### config.mk
export PLATFORM = sky130hd
export DESIGN_NAME = gpio_irq_bank
export DESIGN_NICKNAME = d
export VERILOG_FILES = /design/src/rtl/gpio_pkg.sv /design/src/rtl/gpio_sync.sv /design/src/rtl/gpio_irq_detect.sv /design/src/rtl/gpio_irq_bank.sv
export SDC_FILE = /design/constraint.sdc
export NUM_CORES = 1
export LEC_CHECK = 0
export ABC_AREA = 1
export BUFFER_PORTS_ARGS = -buffer_cell sky130_fd_sc_hd__buf_2
export CORE_UTILIZATION = 40
export DETAILED_ROUTE_END_ITERATION = 7
export PLACE_DENSITY_LB_ADDON = 0.1
export SYNTH_ARGS = -nofsm -noshare
export SYNTH_HDL_FRONTEND = slang
export SYNTH_SLANG_ARGS = --single-unit
### constraint.sdc
create_clock -name clk -period 1.36 [get_ports clk]
set_input_delay 0.136 -clock clk [delete_from_list [all_inputs] [get_ports clk]]
set_output_delay 0.136 -clock clk [all_outputs]
set_load 0.05 [all_outputs]
### src/rtl/gpio_pkg.sv
`timescale 1ns/1ps
package gpio_pkg;
    localparam int ADDR_W = 8;
    localparam logic [ADDR_W-1:0] OFS_OUTVAL = 8'h00;
    localparam logic [ADDR_W-1:0] OFS_DIR    = 8'h04;
    localparam logic [ADDR_W-1:0] OFS_ENABLE = 8'h30;
    localparam logic [ADDR_W-1:0] OFS_TYPE   = 8'h38;
    localparam logic [ADDR_W-1:0] OFS_POL    = 8'h3C;
    localparam logic [ADDR_W-1:0] OFS_STAT   = 8'h40;
    localparam logic [ADDR_W-1:0] OFS_RAW    = 8'h44;
    localparam logic [ADDR_W-1:0] OFS_EOI    = 8'h4C;
    localparam logic [ADDR_W-1:0] OFS_PINS   = 8'h50;
endpackage

### src/rtl/gpio_sync.sv
`timescale 1ns/1ps
module gpio_sync #(
    parameter int W      = 32,
    parameter int STAGES = 2
) (
    input  logic         clk,
    input  logic         rst_n,
    input  logic [W-1:0] async_i,
    output logic [W-1:0] sync_o
);
    logic [STAGES-1:0][W-1:0] stg_d, stg_q;

    always_comb begin
        stg_d[0] = async_i;
        for (int s = 1; s < STAGES; s++) begin
            stg_d[s] = stg_q[s-1];
        end
    end

    always_ff @(posedge clk or negedge rst_n) begin
        if (!rst_n) stg_q <= '0;
        else        stg_q <= stg_d;
    end

    assign sync_o = stg_q[STAGES-1];
endmodule

### src/rtl/gpio_irq_detect.sv
`timescale 1ns/1ps
module gpio_irq_detect #(
    parameter int W = 32
) (
    input  logic         clk,
    input  logic         rst_n,
    input  logic [W-1:0] lvl_i,
    input  logic [W-1:0] itype_i,
    input  logic [W-1:0] pol_i,
    input  logic [W-1:0] en_i,
    input  logic [W-1:0] clr_i,
    output logic [W-1:0] raw_o,
    output logic [W-1:0] stat_o,
    output logic         irq_o
);
    typedef struct packed {
        logic [W-1:0] prev;
        logic [W-1:0] evt;
        logic [W-1:0] lvl;
    } det_t;

    det_t         det_d, det_q;
    logic [W-1:0] hit;

    always_comb begin
        // an edge toward the polarity value, only for edge-typed pins
        hit       = itype_i & (lvl_i ^ det_q.prev) & ~(lvl_i ^ pol_i);
        det_d.prev = lvl_i;
        det_d.evt  = hit | (det_q.evt & ~clr_i & itype_i);
        det_d.lvl  = ~itype_i & ~(lvl_i ^ pol_i);
    end

    always_ff @(posedge clk or negedge rst_n) begin
        if (!rst_n) det_q <= '0;
        else        det_q <= det_d;
    end

    assign raw_o  = det_q.evt | det_q.lvl;
    assign stat_o = raw_o & en_i;
    assign irq_o  = |stat_o;

    AST_LEVEL_NO_LATCH: assert property (@(posedge clk) disable iff (!rst_n)
        1'b1 |=> ((det_q.evt & ~$past(itype_i)) == '0));

    AST_EDGE_CAPTURED: assert property (@(posedge clk) disable iff (!rst_n)
        1'b1 |=> ((det_q.evt & $past(hit)) == $past(hit)));

    AST_EOI_CLEARS: assert property (@(posedge clk) disable iff (!rst_n)
        1'b1 |=> ((det_q.evt & $past(clr_i & ~hit)) == '0));

    AST_IRQ_NEEDS_ENABLE: assert property (@(posedge clk) disable iff (!rst_n)
        irq_o |-> (en_i != '0));
endmodule

### src/rtl/gpio_irq_bank.sv
`timescale 1ns/1ps
module gpio_irq_bank
    import gpio_pkg::*;
#(
    parameter int NPINS       = 32,
    parameter int SYNC_STAGES = 2
) (
    input  logic              clk,
    input  logic              rst_n,
    input  logic              bus_sel,
    input  logic              bus_wr,
    input  logic [ADDR_W-1:0] bus_addr,
    input  logic [NPINS-1:0]  bus_wdata,
    output logic [NPINS-1:0]  bus_rdata,
    input  logic [NPINS-1:0]  pin_in,
    output logic [NPINS-1:0]  pin_out,
    output logic [NPINS-1:0]  pin_oe,
    output logic              irq
);
    typedef struct packed {
        logic [NPINS-1:0] outval;
        logic [NPINS-1:0] dir;
        logic [NPINS-1:0] en;
        logic [NPINS-1:0] itype;
        logic [NPINS-1:0] pol;
    } cfg_t;

    cfg_t             cfg_d, cfg_q;
    logic             wr_en;
    logic [NPINS-1:0] clr, lvl, raw, stat;

    gpio_sync #(.W(NPINS), .STAGES(SYNC_STAGES)) u_sync (
        .clk(clk), .rst_n(rst_n), .async_i(pin_in), .sync_o(lvl)
    );

    gpio_irq_detect #(.W(NPINS)) u_detect (
        .clk(clk), .rst_n(rst_n), .lvl_i(lvl), .itype_i(cfg_q.itype),
        .pol_i(cfg_q.pol), .en_i(cfg_q.en), .clr_i(clr),
        .raw_o(raw), .stat_o(stat), .irq_o(irq)
    );

    assign wr_en = bus_sel & bus_wr;
    assign clr   = (wr_en && bus_addr == OFS_EOI) ? bus_wdata : '0;

    always_comb begin
        cfg_d = cfg_q;
        if (wr_en) begin
            case (bus_addr)
                OFS_OUTVAL: cfg_d.outval = bus_wdata;
                OFS_DIR:    cfg_d.dir    = bus_wdata;
                OFS_ENABLE: cfg_d.en     = bus_wdata;
                OFS_TYPE:   cfg_d.itype  = bus_wdata;
                OFS_POL:    cfg_d.pol    = bus_wdata;
                default:    ;
            endcase
        end
    end

    always_ff @(posedge clk or negedge rst_n) begin
        if (!rst_n) cfg_q <= '0;
        else        cfg_q <= cfg_d;
    end

    always_comb begin
        case (bus_addr)
            OFS_OUTVAL: bus_rdata = cfg_q.outval;
            OFS_DIR:    bus_rdata = cfg_q.dir;
            OFS_ENABLE: bus_rdata = cfg_q.en;
            OFS_TYPE:   bus_rdata = cfg_q.itype;
            OFS_POL:    bus_rdata = cfg_q.pol;
            OFS_STAT:   bus_rdata = stat;
            OFS_RAW:    bus_rdata = raw;
            OFS_PINS:   bus_rdata = lvl;
            default:    bus_rdata = '0;
        endcase
    end

    assign pin_out = cfg_q.outval;
    assign pin_oe  = cfg_q.dir;

    AST_DIR_WRITE: assert property (@(posedge clk) disable iff (!rst_n)
        (wr_en && bus_addr == OFS_DIR) |=> (pin_oe == $past(bus_wdata)));

    AST_PINS_READ_ONLY: assert property (@(posedge clk) disable iff (!rst_n)
        (wr_en && bus_addr == OFS_PINS) |=> $stable(cfg_q));

    AST_IRQ_FROM_STATUS: assert property (@(posedge clk) disable iff (!rst_n)
        irq |-> (raw != '0));
endmodule

==> impl_metrics.prom <==
# TYPE chip_impl_metric gauge
chip_impl_info{name="setup.worst_path.class",value="reg -> out"} 1
chip_impl_metric{name="p_comb_frac",unit=""} 0.085
chip_impl_metric{name="buffer_ports.inserted",unit=""} 172
chip_impl_metric{name="core_area",unit="µm²"} 37600
chip_impl_metric{name="layout.core_utilization",unit=""} 0.546
chip_impl_info{name="synth_largest_area_cell",value="dfrtp_1"} 1
chip_impl_metric{name="fmax",unit="GHz"} 0.505
chip_impl_info{name="crit-reg2reg-launch",value="u_sync.sync_o[10]"} 1
chip_impl_metric{name="globalRouteTotalUtil",unit=""} 0.234
chip_impl_metric{name="place_area",unit="µm²"} 17400
chip_impl_metric{name="netlist_area",unit="µm²"} 15200
chip_impl_metric{name="number_of_antenna_violations_at_the_first_check_in_global_routing",unit=""} 0
chip_impl_metric{name="cellPowerDensity",unit="nW/µm²"} 1110
chip_impl_metric{name="final_min_period_over_clock_period",unit=""} 1.45
chip_impl_metric{name="seqPwrFrac",unit=""} 0.444
chip_impl_metric{name="drive_gt1_frac",unit=""} 0.303
chip_impl_metric{name="synth.ff_latch_count",unit=""} 320
chip_impl_info{name="crit_path_end_kind",value="output port"} 1
chip_impl_metric{name="postLayoutCellArea",unit="µm²"} 20500
chip_impl_metric{name="max-cap-violations",unit=""} 0
chip_impl_metric{name="synth_top_cell_area_share",unit=""} 0.527
chip_impl_metric{name="place_congestion",unit=""} 0.817
chip_impl_metric{name="drt_first_iter_violations",unit=""} 721
chip_impl_info{name="cp-start-kind",value="flop"} 1
chip_impl_info{name="cp_top_family",value="simple AND/OR/NAND/NOR gates"} 1
chip_impl_metric{name="cts-htree-levels",unit=""} 2
chip_impl_metric{name="areaGrowthSynthToFinish",unit="%"} 35.0
chip_impl_metric{name="clock_sinks",unit=""} 320
chip_impl_metric{name="finish.net_count",unit=""} 2231
chip_impl_metric{name="initial_utilization",unit=""} 0.405
chip_impl_metric{name="worst_clock_skew",unit="ns"} 0.0196
chip_impl_info{name="hold_class",value="in -> async"} 1
chip_impl_metric{name="detailed_routing_iterations_pass_1",unit=""} 5
chip_impl_info{name="setup.worst_path.start",value="u_detect.det_q[19]"} 1
chip_impl_info{name="max_stage_delay_cell_worst_path",value="dfrtp_1"} 1
chip_impl_metric{name="critPathArrivalTime",unit="ns"} 1.84
chip_impl_metric{name="clock_pin_transition_on_the_worst_setup_and_hold_timing_paths",unit="ns"} 0.06
chip_impl_metric{name="wire_per_inst",unit="µm"} 16.4
chip_impl_metric{name="critPathRequiredTime",unit="ns"} 1.22
chip_impl_metric{name="max-vdd-ir-drop",unit="V"} 0.000699
chip_impl_info{name="timing.critical_path.cells",value="or2_4 > nand2_2 > nand2_2 > nor2_2 > nand2_2 > nor2_4 > nand2_2 > buf_8"} 1
chip_impl_metric{name="power_dissipated_by_switching_net_loads",unit="µW"} 5470
chip_impl_metric{name="fin_hold_ws",unit="ns"} 0.0561
chip_impl_info{name="cts_tree",value="built"} 1
chip_impl_metric{name="cts_buffer_depth",unit=""} 3
chip_impl_metric{name="netlist-cell-type-count",unit=""} 26
chip_impl_metric{name="yosysWarnings",unit=""} 0
chip_impl_metric{name="worst_skew_pair.late_latency",unit="ns"} 0.54
chip_impl_info{name="unrepaired_setup_endpoints_after_global_routing",value="yes"} 1
chip_impl_info{name="final_common_cell",value="nand2_1"} 1
chip_impl_metric{name="worst_path_bufs_invs",unit=""} 1
chip_impl_metric{name="cts_inserted_buffers",unit=""} 38
chip_impl_metric{name="switching_share",unit=""} 0.240
chip_impl_info{name="layout_common_cells",value="397 x nand2_1, 318 x dfrtp_1, 289 x nand3_1"} 1
chip_impl_metric{name="setup_ws",unit="ns"} -0.619
chip_impl_metric{name="rows",unit=""} 71
chip_impl_metric{name="critPathMaxFanout",unit=""} 2
chip_impl_metric{name="i_o_pin_count",unit=""} 173
chip_impl_metric{name="detailroute.via_count",unit=""} 13000
chip_impl_info{name="status",value="complete, but fails checks"} 1
chip_impl_metric{name="critical-path-max-stage-delay",unit="ns"} 0.37
chip_impl_metric{name="post_synth_inst_count",unit=""} 1870
chip_impl_metric{name="grt_pass1_vias",unit=""} 12600
chip_impl_metric{name="grt_max_degree",unit=""} 60
chip_impl_info{name="clk_root_buffer_cell",value="clkbuf_16"} 1
chip_impl_metric{name="place_hpwl",unit="mm"} 29.2
chip_impl_metric{name="die_h",unit="µm"} 197
chip_impl_info{name="synth_area_leaders",value="dfrtp_1 53%, nand2_1 12%, nand3_1 11%, inv_1 4.4%, buf_4 4.1%"} 1
chip_impl_metric{name="first_pass_grt_wire_length",unit="mm"} 70.4
chip_impl_metric{name="finalSetupViolations",unit=""} 33
chip_impl_metric{name="route.detailed.drc",unit=""} 0
chip_impl_metric{name="final.fill_count",unit=""} 3507
chip_impl_info{name="cp_common_cell",value="nand2_2"} 1
chip_impl_metric{name="antenna_violating_nets_post_route",unit=""} 0
chip_impl_metric{name="synth-seq-area-share",unit=""} 0.527
chip_impl_metric{name="hold_viol",unit=""} 0
chip_impl_metric{name="slew_viol_final",unit=""} 0
chip_impl_metric{name="timing.max_slew.rel_slack",unit=""} 0.777
chip_impl_metric{name="syn_nets",unit=""} 1946
chip_impl_metric{name="worst_margin_slew",unit="ns"} 0.334
chip_impl_metric{name="final_period_minus_worst_setup_slack",unit="ns"} 1.98
chip_impl_metric{name="finalWirelength",unit="mm"} 44.1
chip_impl_info{name="violated_checks",value="negative setup slack"} 1
chip_impl_metric{name="globalRoute.totalOverflow",unit=""} 0
chip_impl_metric{name="die_area",unit="µm²"} 38800
chip_impl_metric{name="n_antenna_cell",unit=""} 0
chip_impl_metric{name="power.share.clock",unit=""} 0.471
chip_impl_metric{name="post_synth.cell_area_avg",unit="µm²"} 8.13
chip_impl_metric{name="power_report.internal_total",unit="µW"} 17300
chip_impl_metric{name="horiz_die_dim",unit="µm"} 197
chip_impl_metric{name="power.static_leakage",unit="µW"} 0.0108
chip_impl_metric{name="drt-vias-per-instance",unit=""} 4.83
[synth_stat cells, drive strengths merged]
master,instances
inv,185
clkbuf,8
or2,36
o21a,4
dfrtp,320
nor3,1
xor2,32
nand3b,1
o21ai,162
nor2,147
a21oi,1
buf,141
nand3,324
nand2,508
[kinds of logic (layout without fill, tap and decap cells)]
logic type | count (synthesis) | count (layout) | share of synthesized area
DFF | 320 | 320 | 0.527
xor gates and xnor gates | 32 | 32 | 0.0184
and+or+nand+nor | 1017 | 1017 | 0.291
buffers and inverters | 334 | 647 | 0.109
AOI/OAI and AO/OA | 167 | 167 | 0.0556
[layout make-up]
class / instances / area, µm² / area share
timing repair buffer: 394 / 3680 / 0.179
sequential: 320 / 8010 / 0.390
tap: 511 / 639 / 0.0311
clock inverter: 12 / 166 / 0.00810
multi-input combinational: 1216 / 6180 / 0.301
clock buffer: 56 / 1170 / 0.0570
inverter: 185 / 694 / 0.0338
[metal layers]
metal	vias up	global-route usage	wire, µm
met4	0	0.0666	968
met2	277	0.383	21000
met5	-	0	0
met1	6230	0.323	20100
met3	59	0.0341	2050
li1	6433	-	-
[power by group through the flow]
stage / clock (µW) / combinational [µW] / sequential (µW)
finish: 10700 / 1950 / 10100
global route: 11400 / 2140 / 10200
CTS: 11000 / 1910 / 10100
detailed placement: 0 / 1670 / 10300
global placement: 0 / 1650 / 10300
floorplan: 0 / 919 / 10200
[worst reg2reg max path, delay by kind of cell, from the launching register on]
kind,cells,cell delay [ns]
flip-flops,1,0.46
buffers and inverters,1,0.03
AND/OR/NAND/NOR,4,0.49
[state kept, by name, indices dropped and copies added, names as in the netlist]
name,count
u_sync.stg_d,32
pin_out,32
cfg_q,96
pin_oe,32
u_detect.det_q,96
u_sync.sync_o,32
[timing repair]
| item | in CTS | in global routing |
|---|---|---|
| endpoints found under the hold margin | 532 | 0 |
| pin swaps | 83 | 88 |
| endpoints found under the setup margin | 53 | 49 |
| buffers inserted | 16 | 15 |
| hold buffers | 65 | 0 |
| resized for setup | 204 | 147 |
[path summary, 6_finish.rpt]
kind	endpoint	slack [ns]	cells past startpoint
min in group clk	u_sync.stg_d[36]	0.24	2
worst min register to register	u_sync.sync_o[1]	0.33	0
worst min-delay path	u_sync.stg_d[36]	0.06	2
worst max register to register	u_detect.det_q[42]	0.27	5
worst max-delay path	irq	-0.62	8
max in group asynchronous	u_sync.sync_o[27]	0.67	3
[per-stage QoR]
| stage | setup slack (ns) | std cells | total power [µW] | setup TNS, ns |
|---|---|---|---|---|
| floorplan | 0.0592 | 1870 | 11100 | 0 |
| global placement | -0.403 | 2538 | 11900 | -34.21 |
| detailed placement | -0.374 | 2538 | 11900 | -35.76 |
| CTS | -0.688 | 2682 | 23100 | -14.86 |
| global route | -0.681 | 2694 | 23700 | -16.26 |
| finish | -0.619 | 2694 | 22800 | -13.34 |
Power figures use the tool's default switching activity.
